<file path="src/rtl/dp_fault_injector.sv">
module dp_fault_injector #(
  parameter int DW = 16,
  parameter int INT_W = 3,
  parameter int MAX_FAULTS = 4,
  parameter logic [15:0] SEED_RST = 16'hACE1,
  localparam int CW = $clog2(MAX_FAULTS + 1)
) (
  input  logic          clk,
  input  logic          rst_n,
  input  logic [1:0]    cfg_kind,
  input  logic [1:0]    cfg_field,
  input  logic [CW-1:0] cfg_count,
  input  logic          seed_load,
  input  logic [15:0]   seed_value,
  input  logic          arm,
  input  logic          clear,
  input  logic          in_valid,
  output logic          in_ready,
  input  logic [DW-1:0] in_data,
  output logic          out_valid,
  input  logic          out_ready,
  output logic [DW-1:0] out_data,
  output logic          armed,
  output logic          injected,
  output logic [15:0]   inj_count
);
  localparam int IW = $clog2(DW);
  localparam int FRAC_W = DW - 1 - INT_W;
  localparam int DIG_LO = FRAC_W;
  localparam int SIGN_POS = DW - 1;

  typedef enum logic [1:0] {S_IDLE, S_PICK, S_ARMED} st_t;

  st_t           st;
  logic [15:0]   lfsr;
  logic [DW-1:0] mask, od, hurt;
  logic [1:0]    kind_q, field_q;
  logic [CW-1:0] target, picked, picked_nx, arm_target;
  logic          ov, inj_q, acc, hit, new_bit;
  logic [15:0]   cnt, lfsr_nx;
  logic [IW-1:0] cand;

  function automatic int field_width(logic [1:0] f);
    case (f)
      2'd0:    return DW;
      2'd1:    return 1;
      2'd2:    return INT_W;
      default: return FRAC_W;
    endcase
  endfunction

  function automatic logic [DW-1:0] field_mask(logic [1:0] f);
    logic [DW-1:0] m;
    for (int b = 0; b < DW; b++) begin
      case (f)
        2'd0:    m[b] = 1'b1;
        2'd1:    m[b] = (b == SIGN_POS);
        2'd2:    m[b] = (b >= DIG_LO) && (b < SIGN_POS);
        default: m[b] = (b < FRAC_W);
      endcase
    end
    return m;
  endfunction

  assign in_ready  = !ov || out_ready;
  assign acc       = in_valid && in_ready;
  assign hit       = acc && (st == S_ARMED) && !clear;
  assign out_valid = ov;
  assign out_data  = od;
  assign armed     = (st == S_ARMED);
  assign injected  = inj_q;
  assign inj_count = cnt;
  assign lfsr_nx   = {lfsr[14:0], lfsr[15] ^ lfsr[13] ^ lfsr[12] ^ lfsr[10]};
  assign new_bit   = !mask[cand];
  assign picked_nx = picked + CW'(new_bit);

  always_comb begin
    case (field_q)
      2'd0:    cand = IW'(32'(lfsr) % DW);
      2'd1:    cand = IW'(SIGN_POS);
      2'd2:    cand = IW'(DIG_LO + int'(32'(lfsr) % INT_W));
      default: cand = IW'(32'(lfsr) % FRAC_W);
    endcase
  end

  always_comb begin
    int n;
    n = int'(cfg_count);
    if (n < 1) n = 1;
    if (n > MAX_FAULTS) n = MAX_FAULTS;
    if (n > field_width(cfg_field)) n = field_width(cfg_field);
    arm_target = CW'(n);
  end

  always_comb begin
    case (kind_q)
      2'd0:    hurt = in_data & ~mask;
      2'd1:    hurt = in_data | mask;
      default: hurt = in_data ^ mask;
    endcase
  end

  always_ff @(posedge clk or negedge rst_n) begin
    if (!rst_n) begin
      ov <= 1'b0;
      od <= '0;
    end else if (acc) begin
      ov <= 1'b1;
      od <= hit ? hurt : in_data;
    end else if (out_ready) begin
      ov <= 1'b0;
    end
  end

  always_ff @(posedge clk or negedge rst_n) begin
    if (!rst_n) begin
      inj_q <= 1'b0;
      cnt   <= '0;
    end else if (clear) begin
      inj_q <= 1'b0;
      cnt   <= '0;
    end else if (hit) begin
      inj_q <= 1'b1;
      cnt   <= cnt + 16'(cnt != 16'hFFFF);
    end
  end

  always_ff @(posedge clk or negedge rst_n) begin
    if (!rst_n) begin
      st      <= S_IDLE;
      lfsr    <= SEED_RST;
      mask    <= '0;
      kind_q  <= '0;
      field_q <= '0;
      target  <= CW'(1);
      picked  <= '0;
    end else if (clear) begin
      st   <= S_IDLE;
      mask <= '0;
    end else begin
      case (st)
        S_IDLE: begin
          if (seed_load) lfsr <= (seed_value == 16'h0) ? 16'h1 : seed_value;
          if (arm) begin
            kind_q  <= cfg_kind;
            field_q <= cfg_field;
            target  <= arm_target;
            picked  <= '0;
            mask    <= '0;
            st      <= S_PICK;
          end
        end
        S_PICK: begin
          if (new_bit) mask[cand] <= 1'b1;
          picked <= picked_nx;
          lfsr   <= lfsr_nx;
          if (picked_nx == target) st <= S_ARMED;
        end
        default: begin
          if (kind_q[1] && hit) begin
            st   <= S_IDLE;
            mask <= '0;
          end
        end
      endcase
    end
  end

  assert_stall_hold_R1: assert property (@(posedge clk) disable iff (!rst_n)
    out_valid && !out_ready |=> out_valid && $stable(out_data));

  assert_mask_in_field_R2: assert property (@(posedge clk) disable iff (!rst_n)
    (mask & ~field_mask(field_q)) == '0);

  assert_seed_nonzero_R3: assert property (@(posedge clk) disable iff (!rst_n)
    lfsr != 16'h0);

  assert_distinct_bits_R4: assert property (@(posedge clk) disable iff (!rst_n)
    armed |-> $countones(mask) == int'(target));

  assert_transient_once_R7: assert property (@(posedge clk) disable iff (!rst_n)
    armed && kind_q[1] && in_valid && in_ready && !clear |=> !armed && mask == '0);

  assert_cfg_frozen_R8: assert property (@(posedge clk) disable iff (!rst_n)
    st != S_IDLE && !clear |=> $stable(kind_q) && $stable(field_q) && $stable(target));

  assert_clear_drops_R9: assert property (@(posedge clk) disable iff (!rst_n)
    clear |=> !armed && !injected && inj_count == 16'h0 && mask == '0);

  assert_sticky_flag_R10: assert property (@(posedge clk) disable iff (!rst_n)
    injected && !clear |=> injected);
endmodule

</file>
<file path="config.mk">
export PLATFORM = sky130hd
export DESIGN_NAME = dp_fault_injector
export DESIGN_NICKNAME = d
export VERILOG_FILES = /design/src/rtl/dp_fault_injector.sv
export SDC_FILE = /design/constraint.sdc
export NUM_CORES = 1
export LEC_CHECK = 0
export ABC_CLOCK_PERIOD_IN_PS = 10350
export BUFFER_PORTS_ARGS = -buffer_cell sky130_fd_sc_hd__buf_4
export CAP_MARGIN = 10
export CELL_PAD_IN_SITES_DETAIL_PLACEMENT = 0
export CELL_PAD_IN_SITES_GLOBAL_PLACEMENT = 1
export CORE_MARGIN = 2
export CORE_UTILIZATION = 45
export DETAILED_ROUTE_END_ITERATION = 8
export PLACE_DENSITY = 0.86
export SYNTH_ARGS = -nofsm -noshare
export SYNTH_HDL_FRONTEND = slang
export SYNTH_SLANG_ARGS = --single-unit
</file>
<file path="constraint.sdc">
create_clock -name clk -period 10.35 [get_ports clk]
set_input_delay 1.5525 -clock clk [delete_from_list [all_inputs] [get_ports clk]]
set_output_delay 1.5525 -clock clk [all_outputs]
set_load 0.005 [all_outputs]
</file>
# [After elaboration in Yosys (flattened, before gate mapping)]
# Cells that the tools add are included.
[word_totals] ff_bits=78 input_bits=46 latchBits=0 output_inout_bits=36 word_cells=99 rom_bits=0 ramBits=0 memories=0
[op_classes] div=2 n_mux=32 n_reduce_logical=23 n_mul=0 n_shift=0 order_cmp=5 bitwise=9 add_sub_neg=3 n_eq_ne=14
[ops] operator="$mux 16" n=9
[ops] operator="$pmux 16 s2" n=3
[ops] operator="$gt 32x4->1 const B" n=1
[ops] operator="$gt 32x6->1" n=1
[ops] operator="$mod 16x2->32 const B" n=1
[ops] operator="$mod 16x4->32 const B" n=1
[ops] operator="$or 16x16->16" n=2
[ops] operator="$add 16x1->16" n=1
[ops] operator="$and 16x16->16" n=1
[ops] operator="$logic_not 16->1" n=1
[ops] operator="$ne 16x16->1 const B" n=1
[ops] operator="$not 16->16" n=1
[ops] operator="$xor 16x16->16" n=1
[ops] operator="$pmux 5 s3" n=1
[ops] operator="$reduce_and 3->1" n=5
[ops] operator="$mux 3" n=4
[ops] operator="$pmux 4 s3" n=1
[ops] operator="$ne 3x3->1 const B" n=3
[ops] operator="$eq 2x1->1 const B" n=4
[ops] operator="$logic_not 2->1" n=4
[ops] operator="$mux 2" n=4
[ops] operator="$eq 2x2->1 const B" n=3
[ops] operator="$mux 1" n=6
[ops] operator="$pmux 3 s2" n=1
[ops] operator="other kinds (17)" n=28

# [Logic depth before layout (Yosys ltp)]
# Gate-level depths: netlist of run 1.
[depth] word_depth=11 mapped_depth=43 mapped_depth_nobuf=38

# [Least setup slack after synthesis of run 1]
# OpenSTA, ideal clock, no wires.
[synth_timing] path_type="register to register" start="register lfsr[14]" end="register st[0]" arrival_time_ns=8.899 path_stages_with_launch=42 synth_period_minus_slack_ns=9.019 setup_slack_ns=1.331 path_buffers=4 cell_sequence="dfrtp_1 > buf_6 > clkbuf_1 > ha_1 > nand3b_2 > o221a_4 > and4_4 > o211a_1 > or4_4 > a211oi_4 > o31a_2 > nor2_1 > a32o_1 > or3b_1 > a211o_1 > buf_4 > xnor2_1 > nand2_1 > (+6 left out) > o311ai_2 > nor2_1 > nand3_2 > xor2_1 > ha_1 > buf_1 > nand3b_4 > o211ai_2 > nor3b_2 > mux2_2 > o32a_1 > o211a_1 > ha_1 > ha_1 > xor2_1 > nor2_1 > nand3_1 > a31o_2"
[synth_between] elab_chain_cells=10 elab_cells_between_ends=11 cone_classes="add/sub (2); div (2); eq/ne (2); mux (3); reduce/logical (2)"
[synth_rtl] item="start, declared" line_no="35" source="logic [15:0] lfsr;"
[synth_rtl] item="start signal, assigned" line_no="143" source="if (seed_load) lfsr <= (seed_value == 16'h0) ? 16'h1 : seed_value;"
[synth_rtl] item="start signal, assigned" line_no="156" source="lfsr <= lfsr_nx;"
[synth_rtl] item="$mod 16x2->32" line_no="81" source="2'd2: cand = IW'(DIG_LO + int'(32'(lfsr) % INT_W));"
[synth_rtl] item="$add 3x4->4" line_no="81"
[synth_rtl] item="$pmux 4 s3 *" line_no="78" source="case (field_q)"
[synth_rtl] item="$bmux 1 s4 *" line_no="74" source="assign new_bit = !mask[cand];"
[synth_rtl] item="$mux 1 (implied by the code) *" line_no="74"
[synth_rtl] item="$logic_not 1->1 *" line_no="74"
[synth_rtl] item="$add 3x1->3 *" line_no="75" source="assign picked_nx = picked + CW'(new_bit);"
[synth_rtl] item="$eq 3x3->1 *" line_no="157" source="if (picked_nx == target) st <= S_ARMED;"
[synth_rtl] item="$ne 3x3->1 (no line) *"
[synth_rtl] item="$reduce_and 3->1 (no line) *"
[synth_rtl] item="end signal, assigned" line_no="150" source="st <= S_PICK;"
[synth_rtl] item="end signal, assigned" line_no="157"
[synth_rtl] item="end signal, assigned" line_no="161" source="st <= S_IDLE;"
[synth_rtl] item="end, declared" line_no="34" source="st_t st;"
# Mark *: on every way between the ends. The rest lies on a longest branch, timed or not. The select of a mux whose other input is x is not followed.
# A chain may end at the register's enable or synchronous reset.

# [Worst setup path in the final report of run 1]
[layout_timing] start="register lfsr[15]" end="register st[1]"
# Same word-level chain as after synthesis.

==> metrics, run 1 <==
Tmin final 9.62 ns; synthesized net count 1098; share of the synthesized area in the top cell type 21.8%; drc violations 0; aggregate routed wire length 20.7 mm; Setup Skew 0.00670 ns; Worst Hold Depth 2; first-pass GRT wire length 33.9 mm; status completed; CTS tree yes; CP Max Fanout 15; vias in the first global route 7033; clk sink count 78; critical path class flip-flop to flip-flop; post-route insts no fill 1269; Layout Nets 1131; Yosys Warn Count 0; GPL Wtd Cong 0.864; Mean Syn Cell Area 7.86 um2; HP Class flip-flop to flip-flop; commonest non-fill, non-tap cell in the layout nand2_1; largest family of logic cells by synthesized area compound AO/OA/AOI/OAI gates; Synth Area in Compound Gates 29.0%; Post-Synth XOR/XNOR Area 3.20%; half-perimeter wire length after placement 14.7 mm; Yosys cell types 109; starting DRC count in detailed routing 451; Fmax achieved 104 MHz; die area 0.0187 mm2; Maximum Capacitance Violations 0; post-route ant nets 0; EDFF count, synth 0; CP required 10.62 ns; Clock Latency Late Sink 0.35 ns; slowest CP cell dfstp_2; CP max stage delay 0.71 ns; mux contribution to synthesized area 4.19%; DR pass1 iterations 5; PortBufs 81; Synth Area in Adders 7.40%; Main synth FF type dfrtp_1; reg-to-reg endpoint st[1]; initial antenna violation count 0; HP Start out_data[0]; initial core utilization 45.9%; commonest non-fill, non-tap cells in the layout nand2_1, nor2_1, buf_4; Synth Cell Area 0.00791 mm2; FF-to-FF path depth 37; row cnt 48; average wire per standard cell 16.3 um; post-synthesis simple-gate area fraction 25.0%; top cells by area, synth dfrtp_1, ha_1, nand2_1; ys async rst share 100%; H-tree levels 3; via count 7648; clk buf depth 2; max-slew violation count 0; largest net degree at the start of global routing 79; Mapped Cells 1006; Final Hold Viols 0; Worst Hold Endpoint out_data[0]; Die X 137 um; core outline area 0.0172 mm2; CP most frequent cell ha_1; Root Driver clkbuf_16; max_slew headroom 25.8%; Worst Setup End Kind flip-flop; diode count 0; Total Neg Setup Slack 0 ns; via density per instance 6.03; GRT Overall Usage 22.4%; TritonCTS Buffers 9; R2R Path Start lfsr[15]; Worst EP arrival 9.88 ns; Yosys reg bits 78; Yosys top cell by area dfrtp_1; total gr overflow 0; sequential share of the synthesized area 24.8%; CP startpoint kind flip-flop; Layout area overhead 13.0%; Placed Cells 1251; Ports 82; hold_buf cts 0; final setup fails 0; clock slew at reported path FFs 0.07 ns; period utilization 92.9%; Worst Tran Pin Value 1.11 ns; share of layout cells above drive strength 1 17.7%; post-route cell area 0.00894 mm2; DP Area 0.00858 mm2; Die Ht 137 um; RSZ-0062 raised after global routing false; r2r setup slk 0.73 ns
[cells by family (layout without fill, tap and decap cells)]
logic type	after synthesis	in the layout
AO/OA/AOI/OAI	316	316
XOR/XNOR	25	25
adder cells (fa/ha/maj)	47	47
buffers and inverters	127	165
flip-flops	78	78
multiplexers	32	32
AND/OR/NAND/NOR	381	381
[metal layers]
| layer | vias up | GRT usage, % | wire length, um |
|---|---|---|---|
| li1 | 3775 | - | - |
| met1 | 3609 | 29.7 | 9500 |
| met2 | 236 | 37.2 | 9680 |
| met3 | 28 | 4.00 | 1160 |
| met4 | 0 | 6.54 | 333 |
| met5 | - | 0 | 0 |
[Yosys cell counts (all sizes together), types with 9 or more instances]
cell type / number
inv: 58
or3: 16
ha: 46
and2: 12
dfstp: 9
nor2: 94
nor4: 15
mux2i: 26
a21oi: 74
a211oi: 26
xor2: 17
dfrtp: 69
buf: 11
nand4: 17
o31ai: 25
nor3: 29
nand2: 107
o21ai: 76
nand3: 33
and3: 9
a21o: 9
clkbuf: 57
[sequential cells by signal, summed over array words and instances (netlist names)]
register   count
kind_q         2
target         3
mask          16
field_q        2
st             2
inj_count     16
out_valid      1
picked         3
out_data      16
lfsr          16
injected       1
[worst max-delay path by stage]
stage	cells past startpoint	start	endpoint
3_3_place_gp	37	lfsr[15]	st[0]
5_1_grt	38	lfsr[15]	st[1]
6_report	37	lfsr[15]	st[1]
4_1_cts	37	lfsr[15]	st[1]
3_5_place_dp	37	lfsr[15]	st[1]
2_1_floorplan	41	lfsr[14]	st[0]
[per-stage QoR]
step	util, %	hold WS (ns)	worst slack [ns]
after floorplan	-	0.453	1.33
after global placement	49.8	0.465	0.792
after detailed placement	49.8	0.472	0.582
after CTS	51.5	0.487	0.543
after global routing	51.9	0.502	0.0340
final	51.9	0.480	0.735
[area by class of cell]
class	count	area [um2]
inverters	59	221
clock buffers	10	239
multi-input cells	801	5490
well taps	225	282
flip-flops and latches	78	1960
fillers	1656	8300
clock inverters	6	66.3
repair buffers	90	676
[repair_timing]
action	4_1_cts	5_1_grt
buffers inserted	0	2
gates resized for setup	0	9
endpoints found under the setup margin	0	2
[critical path: cells and delay by family, from the launching register on]
| family | cells | cell delay (ns) |
|---|---|---|
| muxes | 2 | 0.78 |
| AOI/OAI and AO/OA | 13 | 2.77 |
| xor gates and xnor gates | 2 | 0.37 |
| DFF | 1 | 0.71 |
| and+or+nand+nor | 15 | 3.50 |
| adders and majority gates | 5 | 1.40 |
Power of run 1 is left out: the tool's default activity adds up to more than one toggle a clock period on the data nets, which glitch-free logic cannot reach.
==> run 2: changes to the inputs <==
--- a/config.mk
+++ b/config.mk
@@ -6,13 +6,13 @@
 export NUM_CORES = 1
 export LEC_CHECK = 0
 export ABC_CLOCK_PERIOD_IN_PS = 10350
-export BUFFER_PORTS_ARGS = -buffer_cell sky130_fd_sc_hd__buf_4
 export CAP_MARGIN = 10
 export CELL_PAD_IN_SITES_DETAIL_PLACEMENT = 0
 export CELL_PAD_IN_SITES_GLOBAL_PLACEMENT = 1
 export CORE_MARGIN = 2
-export CORE_UTILIZATION = 45
+export CORE_UTILIZATION = 49
 export DETAILED_ROUTE_END_ITERATION = 8
+export DONT_BUFFER_PORTS = 1
 export PLACE_DENSITY = 0.86
 export SYNTH_ARGS = -nofsm -noshare
 export SYNTH_HDL_FRONTEND = slang
==> run 2 against run 1 <==
Against the previous run:
- die area shrank 7.9%
- utilization grew 0.73 points
- hold slack gained 0.0056 ns
- routed wire length shrank 1.5%
- cell count shrank 7.2%
- sequential cell count is the same
- critical path depth is the same
- fmax shrank 1.6%
- critical endpoint is now st[0]
- largest cell class unchanged
- highest routed layer unchanged
==> metrics, run 2 (synthesis results as in run 1) <==
Fmax achieved 102 MHz; via density per instance 6.24; DR pass1 iterations 5; FF-to-FF path depth 37; slowest CP cell dfstp_2; CP max stage delay 0.69 ns; clk sink count 78; aggregate routed wire length 20.4 mm; CTS tree yes; final core occ 52.6%; Die Ht 131 um; clock slew at reported path FFs 0.06 ns; RSZ-0062 raised after global routing false; DP Area 0.00795 mm2; M1 WL 8.94 mm; top sig layer met4; diode count 0; Final Hold Viols 0; Root Driver clkbuf_16; CP required 10.59 ns; Maximum Capacitance Violations 0; final setup fails 0; commonest non-fill, non-tap cells in the layout nand2_1, nor2_1, o21ai_0, a21oi_1, dfrtp_1; Setup Skew 0.0107 ns; largest net degree at the start of global routing 79; starting DRC count in detailed routing 562; Worst Hold Depth 1; die area 0.0172 mm2; GPL Wtd Cong 0.899; CP startpoint kind flip-flop; CP Max Fanout 15; GRT Overall Usage 24.0%; Layout area overhead 5.24%; initial core utilization 50.0%; H-tree levels 3; TritonCTS Buffers 9; half-perimeter wire length after placement 14.7 mm; total gr overflow 0; DR WL met3 1.21 mm; Worst Tran Pin Value 1.12 ns; vias in the first global route 6819; Tmin final 9.77 ns; status completed; share of layout cells above drive strength 1 10.5%; commonest non-fill, non-tap cell in the layout nand2_1; initial antenna violation count 0; final hold slack 0.486 ns; Ports 82; average wire per standard cell 17.3 um; row cnt 46; Total Neg Setup Slack 0 ns; period utilization 94.4%; core outline area 0.0158 mm2; Worst EP arrival 10.01 ns; Worst Setup End Kind flip-flop; clk buf depth 2; via count 7354; first-pass GRT wire length 33.3 mm; HP Class flip-flop to flip-flop; PortBufs 0; drc violations 0; post-route cell area 0.00832 mm2; Clock Latency Late Sink 0.35 ns; max-slew violation count 0; Layout Nets 1049; max_slew headroom 25.1%; Die X 131 um; critical path class flip-flop to flip-flop; met2 wire len 9.88 mm; post-route ant nets 0
==> run 2: metrics by stage <==
stage	worst slack, ns	cells
after detailed placement	0.392	1160
after global routing	0.0104	1178
final	0.577	1178
after CTS	0.384	1176
after global placement	0.636	1160
after floorplan	1.33	1006
==> run 2: routing by layer <==
layer / GRT usage [%] / up-vias
met4: 6.01 / 0
met1: 30.8 / 3473
met5: 0 / -
li1: - / 3619
met2: 41.6 / 228
met3: 4.76 / 34
==> run 2: cell type report <==
cell class                 count  area (um2)
clock buffer                  11         233
clock inverter                 5        81.3
fill                        1548        7500
inverter                      59         221
multi-input combinational    801        5490
sequential                    78        1960
tap                          216         270
timing repair buffer           8        60.1
==> run 2: worst max-delay path: cells and delay by family, from the launching register on <==
family / cells / cell delay (ns)
XOR/XNOR: 3 / 0.55
adder cells (fa/ha/maj): 5 / 1.37
flip-flops: 1 / 0.69
AO/OA/AOI/OAI: 15 / 3.78
AND/OR/NAND/NOR: 13 / 2.90
multiplexers: 1 / 0.38
==> run 2: worst paths after layout <==
kind	startpoint	end	slack, ns
max	lfsr[15]	st[0]	0.58
min	mask[5]	mask[5]	0.49
max reg2reg	lfsr[15]	st[0]	0.58
min reg2reg	mask[5]	mask[5]	0.49
max in group asynchronous	rst_n	lfsr[0]	9.26
min in group asynchronous	rst_n	inj_count[8]	0.89
==> run 2: timing repair <==
item / in CTS / in global routing
resized for setup: 0 / 10
buffers inserted: 0 / 2
endpoints found under the setup margin: 0 / 3
hold buffers: 0 / 0
Power of run 2 is left out for the same reason.
